<file path="src/rtl/quad_wiper_ctrl.sv">
`timescale 1ns/1ps
module quad_wiper_ctrl #(
  parameter int          WR_DELAY = 64,
  parameter logic [3:0]  ID_CODE  = 4'b0101
) (
  input  logic        clk,
  input  logic        rst_n,
  input  logic        scl_i,
  input  logic        sda_i,
  input  logic [3:0]  dev_addr,
  output logic        sda_pull,
  output logic        nv_busy,
  output logic [31:0] wiper_pos
);
  localparam int CW = $clog2(WR_DELAY + 1);

  localparam logic [3:0] OP_RD_W  = 4'b1001, OP_WR_W  = 4'b1010,
                         OP_RD_S  = 4'b1011, OP_WR_S  = 4'b1100,
                         OP_S2W   = 4'b1101, OP_W2S   = 4'b1110,
                         OP_GS2W  = 4'b0001, OP_GW2S  = 4'b1000,
                         OP_STEP  = 4'b0010;

  typedef enum logic [2:0] {S_IDLE, S_ADDR, S_INSTR, S_DATA, S_STEP, S_SKIP} st_t;
  typedef enum logic [1:0] {P_NONE, P_TOW, P_TOS, P_WRS} pk_t;

  logic [1:0] scl_sy, sda_sy;
  logic       scl_q, sda_q, scl_s, sda_s;
  logic       start_p, stop_p, rise, fall;

  st_t        st;
  logic [3:0] cnt;
  logic [7:0] sh, tx, instr;
  logic       ack_drv, rd_on, step_up;
  logic [7:0] wcr [4];
  logic [7:0] sto [16];
  logic [CW-1:0] bcnt;
  pk_t        pk;
  logic [3:0] pmask;
  logic [1:0] psel;
  logic [7:0] pdata;

  assign scl_s   = scl_sy[1];
  assign sda_s   = sda_sy[1];
  assign start_p = scl_s & scl_q & sda_q & ~sda_s;
  assign stop_p  = scl_s & scl_q & ~sda_q & sda_s;
  assign rise    = scl_s & ~scl_q;
  assign fall    = ~scl_s & scl_q;

  assign sda_pull  = ack_drv | (rd_on & ~tx[7]);
  assign nv_busy   = bcnt != '0;
  assign wiper_pos = {wcr[3], wcr[2], wcr[1], wcr[0]};

  wire [3:0] op   = instr[7:4];
  wire [1:0] rsel = instr[3:2];
  wire [1:0] wsel = instr[1:0];

  function automatic logic op_ok(input logic [3:0] o);
    return o inside {OP_RD_W, OP_WR_W, OP_RD_S, OP_WR_S, OP_S2W, OP_W2S,
                     OP_GS2W, OP_GW2S, OP_STEP};
  endfunction

  always_ff @(posedge clk or negedge rst_n) begin
    if (!rst_n) begin
      scl_sy <= 2'b11; sda_sy <= 2'b11; scl_q <= 1'b1; sda_q <= 1'b1;
    end else begin
      scl_sy <= {scl_sy[0], scl_i}; sda_sy <= {sda_sy[0], sda_i};
      scl_q  <= scl_s;              sda_q  <= sda_s;
    end
  end

  always_ff @(posedge clk or negedge rst_n) begin
    if (!rst_n) begin
      st <= S_IDLE; cnt <= '0; sh <= '0; tx <= '0; instr <= '0;
      ack_drv <= 1'b0; rd_on <= 1'b0; step_up <= 1'b0;
      bcnt <= '0; pk <= P_NONE; pmask <= '0; psel <= '0; pdata <= '0;
      for (int i = 0; i < 4; i++)  wcr[i] <= '0;
      for (int i = 0; i < 16; i++) sto[i] <= '0;
    end else begin
      if (bcnt != '0) bcnt <= bcnt - 1'b1;
      if (bcnt == CW'(1)) begin
        for (int i = 0; i < 4; i++)
          if (pmask[i])
            case (pk)
              P_TOW:   wcr[i] <= sto[{2'(i), psel}];
              P_TOS:   sto[{2'(i), psel}] <= wcr[i];
              P_WRS:   sto[{2'(i), psel}] <= pdata;
              default: ;
            endcase
        pk <= P_NONE;
      end

      if (start_p) begin
        st <= S_ADDR; cnt <= '0; ack_drv <= 1'b0; rd_on <= 1'b0;
      end else if (stop_p) begin
        st <= S_IDLE; cnt <= '0; ack_drv <= 1'b0; rd_on <= 1'b0;
      end else if (rise) begin
        if (st inside {S_ADDR, S_INSTR, S_DATA}) begin
          if (cnt < 4'd8) sh <= {sh[6:0], sda_s};
          cnt <= cnt + 4'd1;
        end else if (st == S_STEP) step_up <= sda_s;
      end else if (fall) begin
        if (st == S_STEP) begin
          if (step_up) wcr[wsel] <= (wcr[wsel] == 8'hFF) ? 8'hFF : wcr[wsel] + 8'd1;
          else         wcr[wsel] <= (wcr[wsel] == 8'h00) ? 8'h00 : wcr[wsel] - 8'd1;
        end else if (st inside {S_ADDR, S_INSTR, S_DATA}) begin
          if (rd_on && cnt >= 4'd1 && cnt <= 4'd7) tx <= {tx[6:0], 1'b0};
          if (cnt == 4'd8) begin
            case (st)
              S_ADDR:  if (sh == {ID_CODE, dev_addr} && !nv_busy) ack_drv <= 1'b1;
                       else st <= S_SKIP;
              S_INSTR: if (op_ok(sh[7:4])) begin ack_drv <= 1'b1; instr <= sh; end
                       else st <= S_SKIP;
              default: if (op == OP_RD_W || op == OP_RD_S) rd_on <= 1'b0;
                       else ack_drv <= 1'b1;
            endcase
          end else if (cnt == 4'd9) begin
            cnt <= '0; ack_drv <= 1'b0;
            case (st)
              S_ADDR: st <= S_INSTR;
              S_INSTR: begin
                st <= S_SKIP;
                case (op)
                  OP_RD_W: begin st <= S_DATA; rd_on <= 1'b1; tx <= wcr[wsel]; end
                  OP_RD_S: begin st <= S_DATA; rd_on <= 1'b1; tx <= sto[{wsel, rsel}]; end
                  OP_WR_W, OP_WR_S: st <= S_DATA;
                  OP_STEP: st <= S_STEP;
                  OP_S2W, OP_W2S, OP_GS2W, OP_GW2S: begin
                    pk    <= (op == OP_S2W || op == OP_GS2W) ? P_TOW : P_TOS;
                    pmask <= (op == OP_GS2W || op == OP_GW2S) ? 4'hF : 4'(1 << wsel);
                    psel  <= rsel;
                    bcnt  <= CW'(WR_DELAY);
                  end
                  default: ;
                endcase
              end
              default: begin
                st <= S_SKIP;
                if (op == OP_WR_W) wcr[wsel] <= sh;
                else if (op == OP_WR_S) begin
                  pk <= P_WRS; pmask <= 4'(1 << wsel); psel <= rsel; pdata <= sh;
                  bcnt <= CW'(WR_DELAY);
                end
              end
            endcase
          end
        end
      end
    end
  end
endmodule


</file>
<file path="config.mk">
export PLATFORM = sky130hd
export DESIGN_NAME = quad_wiper_ctrl
export DESIGN_NICKNAME = d
export VERILOG_FILES = /design/src/rtl/quad_wiper_ctrl.sv
export SDC_FILE = /design/constraint.sdc
export NUM_CORES = 1
export LEC_CHECK = 0
export ABC_CLOCK_PERIOD_IN_PS = 5500
export BUFFER_PORTS_ARGS = -buffer_cell sky130_fd_sc_hd__buf_4
export CAP_MARGIN = 25
export CORE_MARGIN = 1.5
export CORE_UTILIZATION = 33
export CTS_BUF_LIST = sky130_fd_sc_hd__clkbuf_2
export CTS_CLUSTER_DIAMETER = 30
export CTS_CLUSTER_SIZE = 30
export DETAILED_ROUTE_END_ITERATION = 10
export PLACE_DENSITY_LB_ADDON = 0.25
export SYNTH_ARGS = -nofsm -noshare
export SYNTH_HDL_FRONTEND = slang
export SYNTH_SLANG_ARGS = --single-unit
</file>
<file path="constraint.sdc">
create_clock -name clk -period 5.5 [get_ports clk]
set_input_delay 0.55 -clock clk [delete_from_list [all_inputs] [get_ports clk]]
set_output_delay 0.55 -clock clk [all_outputs]
set_load 0.02 [all_outputs]
</file>
-- Yosys cells after proc, flatten, opt, wreduce, memory -nomap -nowiden
Cells that the tools add are included.
- order comparisons: 14
- reductions and logical operators: 38
- bitwise operators: 29
- eq/ne operators: 44
- muxes and demuxes: 159
- shift-type cells: 1
- $add $sub $neg: 4
- operator list (cell ; number):
    $bwmux 128 ; 8
    $pmux 128 s2 ; 4
    $mux 128 ; 7
    $mux 32 ; 12
    $mux 8 ; 31
    $bmux 8 s4 ; 5
    $demux 8 s4 ; 4
    $bwmux 32 ; 3
    $mux 7 ; 12
    $eq 4x4->1 const B ; 16
    $mux 4 ; 13
    $mux 2 ; 16
    $mux 3 ; 10
    $ge 5x5->1 const B ; 5
    $mux 1 ; 23
    $lt 5x1->1 const B ; 4
    $reduce_bool 4->1 ; 5
    $pmux 3 s2 ; 3
    $reduce_and 9->1 ; 2
    $bmux 8 s2 ; 1
    $demux 8 s2 ; 1
    $pmux 8 s2 ; 1
    $reduce_and 8->1 ; 2
    $ne 5x5->1 const B ; 3
    52 further kinds ; 98
- output and inout port bits: 34
- word-level logic and storage cells: 326
- register bits after elaboration: 223
- bits of input ports: 8

-- Depth between registers and ports, before layout
- depth after elaboration: 20
- mapped depth: 10
- depth with buffers taken out: 8

-- Worst setup path before layout
OpenSTA, ideal clock, no wires.
- path kind: reg2reg
- from: register instr[2]
- to: register tx[6]
- data required time: 5.374 ns
- arrival: 2.485 ns
- cell stages (with the launch flop): 8
- path buffers: 2
- path slack: 2.889 ns
- clock period less this slack: 2.611 ns
- setup time: 0.126 ns
- path through: dfrtp_1 > clkbuf_1 > clkbuf_1 > mux4_2 > mux4_2 > mux2i_1 > nor2_1 > a221o_1
- cells in the longest elaborated chain, start to end: 8
- RTL lines (item ; line ; text):
    start, declared ; 32 ; logic [7:0] sh, tx, instr;
    start signal, assigned ; 73 ; st <= S_IDLE; cnt <= '0; sh <= '0; tx <= '0; instr <= '0;
    start signal, assigned ; 111 ; S_INSTR: if (op_ok(sh[7:4])) begin ack_drv <= 1'b1; instr <= sh; end
    $not 4->5 (implied by the code) ; 124 ; OP_RD_S: begin st <= S_DATA; rd_on <= 1'b1; tx <= sto[{wsel, rsel}]; end
    $bmux 8 s4 ; 124 ;
    $mux 8 (implied by the code) (2 in series) ; 124 ;
    $pmux 8 s2 ; 122 ; case (op)
    $mux 8 ; 118 ; case (st)
    $mux 8 ; 116 ; end else if (cnt == 4'd9) begin
    $mux 8 ; 107 ; if (cnt == 4'd8) begin
    end signal, assigned ; 106 ; if (rd_on && cnt >= 4'd1 && cnt <= 4'd7) tx <= {tx[6:0], 1'b0};
    end, declared ; 32 ;
Every way passes these cells. The select of a mux whose other input is x is not followed.
A chain may end at the register's enable or synchronous reset.

-- Worst setup path in the final report
- from: register cnt[0]
- to: register wcr, in the netlist wiper_pos[26]
- cells in the longest elaborated chain, start to end: 9
- elaborated cells on any way between the ends: 10
- RTL lines (item ; line ; text):
    start, declared ; 31 ; logic [3:0] cnt;
    start signal, assigned ; 99 ; cnt <= cnt + 4'd1;
    $eq 4x4->1 ; 116 ;
    $mux 32 ; 116 ;
    $mux 32 (*) ; 107 ;
    $mux 32 (*) ; 105 ; end else if (st inside {S_ADDR, S_INSTR, S_DATA}) begin
    $mux 32 (*) ; 102 ; if (st == S_STEP) begin
    $mux 32 (*) ; 101 ; end else if (fall) begin
    $mux 32 (*) ; 96 ; end else if (rise) begin
    $mux 32 (*) ; 94 ; end else if (stop_p) begin
    $mux 32 (*) ; 92 ; if (start_p) begin
    end signal, assigned by index ; 84 ; P_TOW: wcr[i] <= sto[{2'(i), psel}];
    end signal, assigned by index ; 103 ; if (step_up) wcr[wsel] <= (wcr[wsel] == 8'hFF) ? 8'hFF : wcr[wsel] + 8'd1;
    end signal, assigned by index ; 104 ; else wcr[wsel] <= (wcr[wsel] == 8'h00) ? 8'h00 : wcr[wsel] - 8'd1;
    end, declared ; 34 ; logic [7:0] wcr [4];
Mark *: on every way between the ends. The rest lies on a longest branch, timed or not.

==> summary.txt <==
Floorplanning
  • Initial Util: 33.5%
  • Num ports: 42
  • Core ar.: 0.0377 sq mm
  • Die span in x: 199 um
  • Die area: 0.0394 sq mm
  • Die height: 199 um
  • # rows: 71

Placement
  • DP Cell Count: approximately 1.7k
  • HPWL after detailed placement: ~29 mm
  • I/O Buffers: 41
  • Placer Congestion: 0.883
  • Placement Setup Slack: 2.02 ns

STA
  • Fin crit period: 3.51 ns
  • Clock Skew: 0.0901 ns
  • Rel. slew slack: 33.8%
  • Final Hold Viols: 0
  • Worst-margin pin slew: 0.993 ns
  • Max-slew violations: 0
  • Fmax: 285 MHz
  • Setup TNS: 0 ns
  • Setup Viol. Count Final: 0
  • RSZ-0062 raised after global routing: no
  • Worst Slack Setup Final: between 1.5 and 2 ns
  • Fin crit share: a little under two thirds
  • Hold Slack: around 0.24 ns

Synth
  • #FFs+latches synth: ~220
  • Synth cell types: 70
  • Synth Cell Area: 0.0126 sq mm
  • Top cell type by total area after synthesis: dfrtp_1
  • Syn_nets: roughly 1.2k
  • Ys async rst share: 100%
  • EDFF count, synth: 0
  • Count leader, synth: dfrtp_1
  • Post-synthesis sequential area ratio: 44.3%
  • Post-Syn Instances: 1,168
  • Mean Syn Cell Area: 10.8 sq um
  • Synth Flop Type: dfrtp_1
  • Synth top area share: between 40 and 50%
  • Yosys warns: 0
  • Commonest cells post-synth: 217 x dfrtp_1, 151 x nor2_1, 109 x a21oi_1
  • Top cells by area, synth: dfrtp_1 43%, mux4_2 14%, mux2i_1 5.9%, nor2_1 4.5%, a21oi_1 4.3%

CTS
  • Clock-pin slew on the worst setup and hold paths: 0.13 ns
  • CTS tree: built
  • Longest Clk Path Bufs: 3
  • Clk Latency, worst-skew pair: ~0.96 ns
  • Post-CTS Setup Inserts: 0
  • CTS sink count: 223
  • Root buf cell: clkbuf_2
  • Htree depth: 2
  • CTS Buf Count: 57
  • Hold buffers post-CTS: 3
  • Cts repair resizes: 0

Layout
  • Layout area overhead: 13.0%
  • Fill count: 3,755
  • Share of layout cells above drive strength 1: 24.1%
  • Final net count: about 1.2k
  • Finished Layout Cells: 1,770

Worst setup path
  • Req. time, crit path: 6.31 ns
  • Critical Path Sink Type: register
  • Reg2Reg Depth: 8
  • CP startpoint kind: register
  • Setup CP Type: register to register
  • Critical path data arrival time: roughly 4.3 ns
  • CP max FO: 20

Drt
  • DRC viols: 0
  • Final wirelength: around 40 mm
  • First-pass detailed-route iteration total: 6
  • WL per Instance: 22.7 um
  • DRT iter0 DRCs: 772
  • Final ANT Viol Nets: 0
  • Vias: about 10k
  • Vias/cell: 5.60

Min path
  • Min-delay worst type: primary input to async pin

GRT
  • Vias in the first global route: 9,728
  • Tot GR Track Use: 20.9%
  • Initial antenna violation count: 1
  • First-pass GRT wire length: about 61 mm
  • Largest net degree at the start of global routing: 128
  • Global route total overflow: 0

Pwr
  • Switching power: 1.68 mW
  • Switch share: 36.5%
  • Power Density: 322 mW/mm^2
  • VDD IR max: approximately 0.13 mV
  • Sequential power share: 42.4%
  • Power share of the combinational group: 21.9%
  • Clock Power Share: 35.7%
  • Cell-internal power: 2.92 mW
  • Leakage: 6.25 nW

Job
  • Max Cap Viol: 0

Outcome
  • Status: complete, no violations
-- logic make-up (layout without fill, tap and decap cells) --
| kind of cell | after synthesis | count (layout) | share of synthesized area [%] |
|---|---|---|---|
| compound gates | 264 | 264 | 13.4 |
| xor+xnor | 17 | 17 | 1.18 |
| fa+ha+maj | 12 | 12 | 1.19 |
| buf+inv | 103 | 193 | 3.26 |
| flops | 223 | 223 | 44.3 |
| mux | 187 | 187 | 23.1 |
| other cells | 0 | 1 | 0 |
| simple gates | 362 | 362 | 13.6 |
-- per-stage QoR --
step | utilization [%] | area, sq um | power, mW
floorplan | - | 12600 | 2.55
global placement | 35.5 | 13400 | 2.96
detailed placement | 35.6 | 13400 | 2.96
CTS | 37.8 | 14200 | 4.62
global route | 37.9 | 14300 | 4.81
finish | 37.9 | 14300 | 4.59
-- final timing paths --
kind / start / slack, ns / to
hold reg to reg: sda_sy[0] / 0.36 / sda_sy[1]
hold / removal: rst_n / 0.24 / bcnt[1]
setup / recovery: cnt[0] / 1.99 / wiper_pos[26]
setup reg to reg: cnt[0] / 1.99 / wiper_pos[26]
max in group asynchronous: rst_n / 4.12 / sto[5]
min in group clk: scl_i / 0.29 / scl_sy[0]
-- placed cells by master, fill, tap and decap left out, types with 6 or more instances in the layout --
cell type / synthesis / final
dfrtp_1: 217 / 213
nor2_1: 151 / 151
a21oi_1: 109 / 109
nand2_1: 86 / 86
mux4_2: 80 / 80
mux2i_1: 74 / 74
clkbuf_2: 0 / 67
buf_4: 0 / 58
o21ai_0: 49 / 49
mux2_2: 31 / 31
a221o_1: 21 / 21
inv_1: 17 / 17
nor3_1: 17 / 17
nand3_1: 16 / 16
nand2b_1: 16 / 16
o2bb2ai_1: 15 / 15
o221ai_1: 13 / 13
clkinv_2: 0 / 13
ha_1: 12 / 12
xor2_1: 10 / 10
nand4_1: 10 / 10
bufinv_16: 0 / 10
or3_1: 8 / 8
clkinv_1: 0 / 8
nor4_1: 7 / 7
xnor2_1: 7 / 7
nor2b_1: 6 / 6
nand3b_1: 6 / 6
o21ai_1: 6 / 6
and2_1: 6 / 6
a31oi_1: 6 / 6
dfstp_2: 6 / 6
-- cell type report --
class / instances / area, sq um / area share, %
tap: 511 / 639 / 4.48
inverter: 17 / 63.8 / 0.447
multi-input combinational: 842 / 6630 / 46.4
antenna: 1 / 2.50 / 0.0175
clock buffer: 67 / 335 / 2.35
timing repair buffer: 70 / 553 / 3.88
sequential: 223 / 5590 / 39.2
clock inverter: 39 / 454 / 3.18
-- power groups by stage --
stage | combinational (mW) | clock, mW | sequential, mW
2_1_floorplan | 0.737 | 0 | 1.81
3_5_place_dp | 0.986 | 0 | 1.97
6_report | 1.01 | 1.64 | 1.95
5_1_grt | 1.09 | 1.76 | 1.96
3_3_place_gp | 0.982 | 0 | 1.98
4_1_cts | 0.992 | 1.68 | 1.94
-- critical path: stages (launching register included) --
cell and delay (ns):
dfrtp_1 0.44, inv_1 0.09, ha_1 0.23, nor4bb_1 0.54
and4_1 0.82, a21oi_1 0.16, nor3_1 0.73, nor2_1 0.11
a221o_1 0.28
-- registers in the layout, summed over array words and instances (netlist names), 2 cells and up --
name,flops
wiper_pos,32
sda_sy,2
tx,8
instr,8
pk,2
st,3
bcnt,7
cnt,4
sh,8
sto,128
pdata,8
scl_sy,2
psel,2
pmask,4
-- per-layer routing --
layer	global-route usage, %	vias to the layer above	part of all wire (%)
li1	-	4449	-
met1	29.1	4982	44
met2	31.2	367	45
met3	3.88	110	6.7
met4	9.99	0	4.8
met5	0	-	0
Power figures use the tool's default switching activity.
